[src/rtl/cache_pkg.sv]
package cache_pkg;
  typedef enum logic [2:0] {
    ST_IDLE,
    ST_LOOKUP,
    ST_WRITEBACK,
    ST_REFILL,
    ST_MEMWR,
    ST_RESPOND
  } cache_state_e;
endpackage

[src/rtl/cache_tag_store.sv]
module cache_tag_store #(
  parameter int WAYS  = 2,
  parameter int SETS  = 4,
  parameter int TAG_W = 4,
  parameter int IDX_W = 2,
  parameter int WAY_W = 1
) (
  input  logic             clk_i,
  input  logic             rst_ni,
  input  logic [IDX_W-1:0] set_i,
  input  logic [TAG_W-1:0] tag_i,
  input  logic             touch_i,
  input  logic [WAY_W-1:0] touch_way_i,
  input  logic             fill_i,
  input  logic [WAY_W-1:0] fill_way_i,
  input  logic             dirty_set_i,
  input  logic             dirty_clr_i,
  input  logic [WAY_W-1:0] dirty_way_i,
  output logic             hit_o,
  output logic [WAY_W-1:0] hit_way_o,
  output logic [WAY_W-1:0] vict_way_o,
  output logic             vict_valid_o,
  output logic             vict_dirty_o,
  output logic [TAG_W-1:0] vict_tag_o
);
  logic [TAG_W-1:0] tag_q   [SETS][WAYS];
  logic [WAY_W-1:0] age_q   [SETS][WAYS];
  logic [WAYS-1:0]  valid_q [SETS];
  logic [WAYS-1:0]  dirty_q [SETS];
  logic [WAYS-1:0]  match;

  for (genvar w = 0; w < WAYS; w++) begin : g_cmp
    assign match[w] = valid_q[set_i][w] && (tag_q[set_i][w] == tag_i);
  end

  assign hit_o = |match;

  always_comb begin
    hit_way_o = '0;
    for (int w = 0; w < WAYS; w++)
      if (match[w]) hit_way_o = WAY_W'(w);
  end

  // Invalid way wins; otherwise the oldest age marks the LRU way
  always_comb begin
    logic found;
    found      = 1'b0;
    vict_way_o = '0;
    for (int w = 0; w < WAYS; w++)
      if (!valid_q[set_i][w] && !found) begin
        vict_way_o = WAY_W'(w);
        found      = 1'b1;
      end
    if (!found)
      for (int w = 0; w < WAYS; w++)
        if (age_q[set_i][w] == WAY_W'(WAYS-1)) vict_way_o = WAY_W'(w);
  end

  assign vict_valid_o = valid_q[set_i][vict_way_o];
  assign vict_dirty_o = dirty_q[set_i][vict_way_o];
  assign vict_tag_o   = tag_q[set_i][vict_way_o];

  always_ff @(posedge clk_i or negedge rst_ni) begin
    if (!rst_ni) begin
      for (int s = 0; s < SETS; s++) begin
        valid_q[s] <= '0;
        dirty_q[s] <= '0;
        for (int w = 0; w < WAYS; w++) begin
          tag_q[s][w] <= '0;
          age_q[s][w] <= WAY_W'(w);
        end
      end
    end else begin
      if (fill_i) begin
        tag_q[set_i][fill_way_i]   <= tag_i;
        valid_q[set_i][fill_way_i] <= 1'b1;
        dirty_q[set_i][fill_way_i] <= 1'b0;
      end
      if (dirty_set_i) dirty_q[set_i][dirty_way_i] <= 1'b1;
      if (dirty_clr_i) dirty_q[set_i][dirty_way_i] <= 1'b0;
      if (touch_i)
        for (int w = 0; w < WAYS; w++)
          if (WAY_W'(w) == touch_way_i)
            age_q[set_i][w] <= '0;
          else if (age_q[set_i][w] < age_q[set_i][touch_way_i])
            age_q[set_i][w] <= age_q[set_i][w] + 1'b1;
    end
  end

  p_unique_tag_r3: assert property (@(posedge clk_i) disable iff (!rst_ni)
    $onehot0(match));

  for (genvar s = 0; s < SETS; s++) begin : g_dv
    p_dirty_valid_r6: assert property (@(posedge clk_i) disable iff (!rst_ni)
      (dirty_q[s] & ~valid_q[s]) == '0);
  end
endmodule

[src/rtl/cache_data_store.sv]
module cache_data_store #(
  parameter int WAYS   = 2,
  parameter int SETS   = 4,
  parameter int WORDS  = 4,
  parameter int DATA_W = 32,
  parameter int IDX_W  = 2,
  parameter int OFF_W  = 2,
  parameter int WAY_W  = 1
) (
  input  logic              clk_i,
  input  logic [IDX_W-1:0]  set_i,
  input  logic [WAY_W-1:0]  way_i,
  input  logic [OFF_W-1:0]  off_i,
  input  logic              we_i,
  input  logic [DATA_W-1:0] wdata_i,
  output logic [DATA_W-1:0] rdata_o
);
  logic [DATA_W-1:0] line_q [SETS][WAYS][WORDS];

  assign rdata_o = line_q[set_i][way_i][off_i];

  always_ff @(posedge clk_i)
    if (we_i) line_q[set_i][way_i][off_i] <= wdata_i;
endmodule

[src/rtl/cache_stats.sv]
module cache_stats #(
  parameter int CNT_W = 16
) (
  input  logic             clk_i,
  input  logic             rst_ni,
  input  logic             hit_i,
  input  logic             miss_i,
  output logic [CNT_W-1:0] hit_cnt_o,
  output logic [CNT_W-1:0] miss_cnt_o
);
  always_ff @(posedge clk_i or negedge rst_ni) begin
    if (!rst_ni) begin
      hit_cnt_o  <= '0;
      miss_cnt_o <= '0;
    end else begin
      if (hit_i)  hit_cnt_o  <= hit_cnt_o + 1'b1;
      if (miss_i) miss_cnt_o <= miss_cnt_o + 1'b1;
    end
  end

  p_single_event_r9: assert property (@(posedge clk_i) disable iff (!rst_ni)
    !(hit_i && miss_i));
endmodule

[src/rtl/sa_cache.sv]
module sa_cache
  import cache_pkg::*;
#(
  parameter int ADDR_W = 8,
  parameter int DATA_W = 32,
  parameter int WAYS   = 2,
  parameter int SETS   = 4,
  parameter int WORDS  = 4,
  parameter int CNT_W  = 16
) (
  input  logic              clk_i,
  input  logic              rst_ni,
  input  logic              wb_mode_i,
  input  logic              req_valid_i,
  input  logic              req_we_i,
  input  logic [ADDR_W-1:0] req_addr_i,
  input  logic [DATA_W-1:0] req_wdata_i,
  output logic              req_ready_o,
  output logic              resp_valid_o,
  output logic [DATA_W-1:0] resp_rdata_o,
  output logic              mem_req_o,
  output logic              mem_we_o,
  output logic [ADDR_W-1:0] mem_addr_o,
  output logic [DATA_W-1:0] mem_wdata_o,
  input  logic              mem_ack_i,
  input  logic [DATA_W-1:0] mem_rdata_i,
  output logic [CNT_W-1:0]  hit_cnt_o,
  output logic [CNT_W-1:0]  miss_cnt_o
);
  localparam int OFF_W = $clog2(WORDS);
  localparam int IDX_W = $clog2(SETS);
  localparam int TAG_W = ADDR_W - OFF_W - IDX_W;
  localparam int WAY_W = (WAYS > 1) ? $clog2(WAYS) : 1;

  cache_state_e      state_q;
  logic [ADDR_W-1:0] addr_q;
  logic [DATA_W-1:0] wdata_q, resp_q, rd_data;
  logic              we_q, mode_q, retry_q;
  logic [OFF_W-1:0]  cnt_q;
  logic [WAY_W-1:0]  way_q, hit_way, vict_way, ds_way, dirty_way;
  logic [TAG_W-1:0]  wb_tag_q, vict_tag;
  logic              hit, vict_valid, vict_dirty;

  logic [OFF_W-1:0] off;
  logic [IDX_W-1:0] set;
  logic [TAG_W-1:0] tag;
  assign off = addr_q[OFF_W-1:0];
  assign set = addr_q[OFF_W +: IDX_W];
  assign tag = addr_q[ADDR_W-1 -: TAG_W];

  logic in_lookup, last_word, ds_we;
  logic [OFF_W-1:0]  ds_off;
  logic [DATA_W-1:0] ds_wdata;
  assign in_lookup = (state_q == ST_LOOKUP);
  assign last_word = (cnt_q == OFF_W'(WORDS-1));

  always_comb begin
    if (state_q == ST_WRITEBACK || state_q == ST_REFILL) begin
      ds_way = way_q;
      ds_off = cnt_q;
    end else begin
      ds_way = hit_way;
      ds_off = off;
    end
    ds_we    = ((state_q == ST_REFILL) && mem_ack_i) || (in_lookup && hit && we_q);
    ds_wdata = (state_q == ST_REFILL) ? mem_rdata_i : wdata_q;
  end

  assign dirty_way = in_lookup ? hit_way : way_q;

  cache_tag_store #(.WAYS(WAYS), .SETS(SETS), .TAG_W(TAG_W), .IDX_W(IDX_W), .WAY_W(WAY_W)) u_tags (
    .clk_i, .rst_ni,
    .set_i        (set),
    .tag_i        (tag),
    .touch_i      (in_lookup && hit),
    .touch_way_i  (hit_way),
    .fill_i       ((state_q == ST_REFILL) && mem_ack_i && last_word),
    .fill_way_i   (way_q),
    .dirty_set_i  (in_lookup && hit && we_q && mode_q),
    .dirty_clr_i  ((state_q == ST_WRITEBACK) && mem_ack_i && last_word),
    .dirty_way_i  (dirty_way),
    .hit_o        (hit),
    .hit_way_o    (hit_way),
    .vict_way_o   (vict_way),
    .vict_valid_o (vict_valid),
    .vict_dirty_o (vict_dirty),
    .vict_tag_o   (vict_tag)
  );

  cache_data_store #(.WAYS(WAYS), .SETS(SETS), .WORDS(WORDS), .DATA_W(DATA_W),
                     .IDX_W(IDX_W), .OFF_W(OFF_W), .WAY_W(WAY_W)) u_data (
    .clk_i,
    .set_i   (set),
    .way_i   (ds_way),
    .off_i   (ds_off),
    .we_i    (ds_we),
    .wdata_i (ds_wdata),
    .rdata_o (rd_data)
  );

  cache_stats #(.CNT_W(CNT_W)) u_stats (
    .clk_i, .rst_ni,
    .hit_i      (in_lookup && !retry_q && hit),
    .miss_i     (in_lookup && !retry_q && !hit),
    .hit_cnt_o  (hit_cnt_o),
    .miss_cnt_o (miss_cnt_o)
  );

  always_ff @(posedge clk_i or negedge rst_ni) begin
    if (!rst_ni) begin
      state_q  <= ST_IDLE;
      addr_q   <= '0;
      wdata_q  <= '0;
      resp_q   <= '0;
      we_q     <= 1'b0;
      mode_q   <= 1'b0;
      retry_q  <= 1'b0;
      cnt_q    <= '0;
      way_q    <= '0;
      wb_tag_q <= '0;
    end else begin
      unique case (state_q)
        ST_IDLE: if (req_valid_i) begin
          addr_q  <= req_addr_i;
          we_q    <= req_we_i;
          wdata_q <= req_wdata_i;
          mode_q  <= wb_mode_i;
          retry_q <= 1'b0;
          state_q <= ST_LOOKUP;
        end
        ST_LOOKUP: begin
          cnt_q <= '0;
          if (hit) begin
            resp_q  <= rd_data;
            state_q <= (we_q && !mode_q) ? ST_MEMWR : ST_RESPOND;
          end else if (we_q && !mode_q) begin
            state_q <= ST_MEMWR;  // no allocation on write-through store miss
          end else begin
            way_q    <= vict_way;
            wb_tag_q <= vict_tag;
            state_q  <= (vict_valid && vict_dirty) ? ST_WRITEBACK : ST_REFILL;
          end
        end
        ST_WRITEBACK: if (mem_ack_i) begin
          cnt_q <= cnt_q + 1'b1;
          if (last_word) state_q <= ST_REFILL;
        end
        ST_REFILL: if (mem_ack_i) begin
          cnt_q <= cnt_q + 1'b1;
          if (last_word) begin
            retry_q <= 1'b1;      // replay lookup, now a guaranteed hit
            state_q <= ST_LOOKUP;
          end
        end
        ST_MEMWR:   if (mem_ack_i) state_q <= ST_RESPOND;
        ST_RESPOND: state_q <= ST_IDLE;
        default:    state_q <= ST_IDLE;
      endcase
    end
  end

  always_comb begin
    mem_req_o   = (state_q == ST_WRITEBACK) || (state_q == ST_REFILL) || (state_q == ST_MEMWR);
    mem_we_o    = (state_q != ST_REFILL);
    mem_wdata_o = (state_q == ST_WRITEBACK) ? rd_data : wdata_q;
    unique case (state_q)
      ST_WRITEBACK: mem_addr_o = {wb_tag_q, set, cnt_q};
      ST_REFILL:    mem_addr_o = {tag, set, cnt_q};
      default:      mem_addr_o = addr_q;
    endcase
  end

  assign req_ready_o  = (state_q == ST_IDLE);
  assign resp_valid_o = (state_q == ST_RESPOND);
  assign resp_rdata_o = resp_q;

  p_mem_hold_r10: assert property (@(posedge clk_i) disable iff (!rst_ni)
    mem_req_o && !mem_ack_i |=> mem_req_o && $stable(mem_addr_o) && $stable(mem_we_o));

  p_resp_pulse_r10: assert property (@(posedge clk_i) disable iff (!rst_ni)
    resp_valid_o |=> !resp_valid_o && req_ready_o);

  p_wb_store_silent_r6: assert property (@(posedge clk_i) disable iff (!rst_ni)
    in_lookup && we_q && mode_q && hit |=> !mem_req_o);

  p_wt_store_to_mem_r4: assert property (@(posedge clk_i) disable iff (!rst_ni)
    in_lookup && we_q && !mode_q |=> mem_req_o && mem_we_o && (mem_addr_o == addr_q));
endmodule

[config.mk]
export PLATFORM = sky130hd
export DESIGN_NAME = sa_cache
export DESIGN_NICKNAME = d
export VERILOG_FILES = /design/src/rtl/cache_pkg.sv /design/src/rtl/cache_tag_store.sv /design/src/rtl/cache_data_store.sv /design/src/rtl/cache_stats.sv /design/src/rtl/sa_cache.sv
export SDC_FILE = /design/constraint.sdc
export NUM_CORES = 1
export LEC_CHECK = 0
export ABC_CLOCK_PERIOD_IN_PS = 6200
export BUFFER_PORTS_ARGS = -buffer_cell sky130_fd_sc_hd__clkbuf_2
export CAP_MARGIN = 40
export CORE_MARGIN = 3
export CORE_UTILIZATION = 45
export CTS_BUF_LIST = sky130_fd_sc_hd__clkbuf_8 sky130_fd_sc_hd__clkbuf_16
export DETAILED_ROUTE_END_ITERATION = 12
export PLACE_DENSITY = 0.71
export SYNTH_ARGS = -nofsm -noshare
export SYNTH_HDL_FRONTEND = slang
export SYNTH_SLANG_ARGS = --single-unit
[constraint.sdc]
create_clock -name clk_i -period 6.2 [get_ports clk_i]
set_input_delay 0.31 -clock clk_i [delete_from_list [all_inputs] [get_ports clk_i]]
set_output_delay 0.31 -clock clk_i [all_outputs]
set_load 0.02 [all_outputs]
==> run metrics <==
Required @ worst endpoint between 5 and 6 ns; Setup crit start kind register; Hold Crit Class in -> async; main flop type after synthesis edfxtp_1; Setup Buffers After CTS 0; DRT Wirelength between 100 and 150 mm; Layout Nets 2735; number of detailed-route iterations in the first pass 5; Worst-Skew Late Latency about 0.70 ns; CTS Buf Count 111; Crit path max-delay family compound AO/OA/AOI/OAI gates; area delta synth->final 15.1%; Sink Count 1197; largest net degree at the start of global routing between 70 and 80; final hold slack around 0.053 ns; Syn Inst Count 2378; Fillers approximately 8.1k; Residual DRC 0; Final Cycle Share around 84%; DPL Wire Length 63.5 mm; gr ovfl total 0; htree depth 3; final setup violation count 0; DP Area roughly 50000 um^2; Seq cells post-synth roughly 1.2k; leak pwr ~19 nW; RSZ-0062 raised after global routing no; vias around 25k; initial antenna violation count 1; syn_nets 2459; Reg clk slew, reported paths 0.06 ns; vias per cell roughly 6; Crit Path Max Fanout 23; Iteration-0 DRC Markers about 2.7k; MaxCap Viol Count 0; Worst VDD drop a little over 500 uV; top cells by area, synth edfxtp_1 64%, mux4_2 13%, dfrtp_1 8.8%; die height approximately 330 um; DIE AREA 111000 um^2; buffers and inverters on the worst path 2; Yosys top cell area share between 60 and 70%; Routed Antenna Nets 0; CTS Root Cell clkbuf_16; Port Buffers 185; # rows roughly 120; Chip Width approximately 330 um; first-pass GRT wire length 172 mm; Synth async-reset ratio approximately 14%; post-layout min period between 5 and 6 ns; GRT met3 Usage around 4.2%; pins over their slew limit 0; Reg area between 30000 and 40000 um^2; cell area power density 502 nW/um^2; crit path DAT just under 5 ns; crit-path cells mux4_2 -> xnor2_1 -> nand2_1 -> o31a_2 -> buf_4 -> mux2i_1 -> a21oi_1 -> clkbuf_2; Yosys warnings 0; Setup CP Type reg -> out; EDFF count, synth roughly 1.0k; Worst Skew approximately 0.041 ns; IO Count ~190; gr usage total a little over a fifth; CTS resizes 0; vias in the first global route between 20k and 30k; ratio of cells with drive above 1 in the final layout between 30% and 40%; core area about 110000 um^2; setup tns final 0 ns; routed length per placed instance roughly 28 um; worst slew pin tran approximately 0.9 ns; cell area after layout 55300 um^2; mean area per synthesized cell approximately 20 um^2; slowest cell on the critical path dfrtp_4; CTS tree done; CTS max path bufs 3; Synth area leader edfxtp_1; Initial Util a little under half; register area share after synthesis about three quarters; synth unique cells 50; multi-input logic area roughly 13000 um^2; endpoint type of the worst setup path output port; final hold viol count 0; GPL Wtd Cong just over 0.8; met2 Use GR approximately a third; Max Clk Rate 193 MHz; Largest stage delay, worst path roughly 0.70 ns; met1 Use GR 31.2%; GRT Max-Usage Layer met2; outcome completed; Rel. slew slack ~40%; Synth Cell Area between 40000 and 50000 um^2
[cell usage after synthesis, drive strengths merged (22+ instances only)]
library cell and count:
nand3 22, mux2 121, buf 74, nor4 39, a21oi 101, mux4 270, dfrtp 169, edfxtp 1024
clkbuf 72, xnor2 26, mux2i 227, nor2 65, nand2 26
[repair_timing]
item                                    4_1_cts  5_1_grt
endpoints found under the hold margin       137        0
hold buffers                                 43        0
endpoints found under the setup margin        0        0
[per-layer routing]
layer	share of wire, %	vias to the layer above	routed length (um)
met3	9.0	168	10400
met1	43	13300	49200
met5	0	-	0
met4	2.1	0	2400
met2	46	1227	53600
li1	-	10200	-
[registers in the layout, summed over array words and instances (netlist names), 3 cells and up]
name,flops
resp_rdata_o,32
state_q,3
u_tags.age_q,8
u_data.line_q,1024
u_tags.dirty_q,8
u_stats.hit_cnt_o,16
u_tags.tag_q,32
wdata_q,32
addr_q,8
u_tags.valid_q,8
u_stats.miss_cnt_o,16
wb_tag_q,4
[area by class of cell]
| class | count | area share (%) |
|---|---|---|
| flip-flops and latches | 1197 | 63.5 |
| multi-input cells | 1021 | 22.7 |
| clock buffers | 123 | 5.45 |
| repair buffers | 309 | 3.94 |
| well taps | 1391 | 3.15 |
| clock inverters | 83 | 1.19 |
| inverters | 14 | 0.109 |
| diodes | 1 | 0.00453 |
[placed cells by master (no fill, tap or decap), types with 31 or more instances in the layout]
cell | synthesis | layout
clkbuf_2 | 0 | 184
clkbuf_16 | 0 | 117
nor2_1 | 65 | 64
mux2_2 | 121 | 121
mux2i_1 | 227 | 227
edfxtp_1 | 1024 | 1024
mux4_2 | 270 | 270
a21oi_1 | 101 | 101
inv_1 | 13 | 31
dlygate4sd3_1 | 0 | 43
dfrtp_1 | 169 | 167
buf_4 | 12 | 69
[report_power, final]
group | internal (W) | switching (W)
Clock | 0.00382 | 0.00293
Sequential | 0.0107 | 0.000476
Combinational | 0.00361 | 0.00614
Total | 0.0182 | 0.00955
[kinds of logic (layout without fill, tap and decap cells)]
group,after synthesis,count (layout),synth area share [%]
other cells,0,1,0
fa+ha+maj,3,3,0.0782
buf+inv,160,529,1.54
compound gates,145,145,1.64
xor+xnor,38,38,0.693
flops,1197,1197,73.1
simple gates,217,217,2.75
mux,618,618,20.2
[worst register-to-register path, stage by stage, from the launching register on]
cell and delay, ns:
dfrtp_1 0.49, nand2b_1 0.33, nand2_1 0.15, a21boi_4 0.60
buf_4 0.57, nand2_1 0.60, nor4_4 0.36, buf_4 0.69
[metrics by stage]
stage,total power [W],utilization (%),std cells,worst slack (ns)
CTS,0.0279,52.3,4138,0.966
global route,0.0289,52.3,4138,0.862
detailed placement,0.0211,48.5,3889,1.72
finish,0.0277,52.3,4139,1.02
floorplan,0.0178,-,2378,0.716
global placement,0.0206,48.2,3878,1.76
[final timing paths]
kind | startpoint | endpoint | slack, ns | cells past startpoint
worst max-delay path | addr_q[2]$_DFFE_PN0P_ | mem_wdata_o[6] | 1.02 | 8
worst min-delay path | rst_ni | u_stats.hit_cnt_o[12]$_DFFE_PN0P_ | 0.05 | 2
worst max register to register | state_q[2]$_DFFE_PN0P_ | u_data.line_q[0][75]$_DFFE_PP_ | 2.01 | 7
worst min register to register | u_tags.valid_q[1]$_DFFE_PN0P_ | u_tags.valid_q[1]$_DFFE_PN0P_ | 0.47 | 1
max in group asynchronous | rst_ni | addr_q[3]$_DFFE_PN0P_ | 4.81 | 5
min in group clk_i | req_valid_i | state_q[0]$_DFFE_PN0P_ | 0.07 | 5
Note: power is estimated with default switching activity, not from simulation.
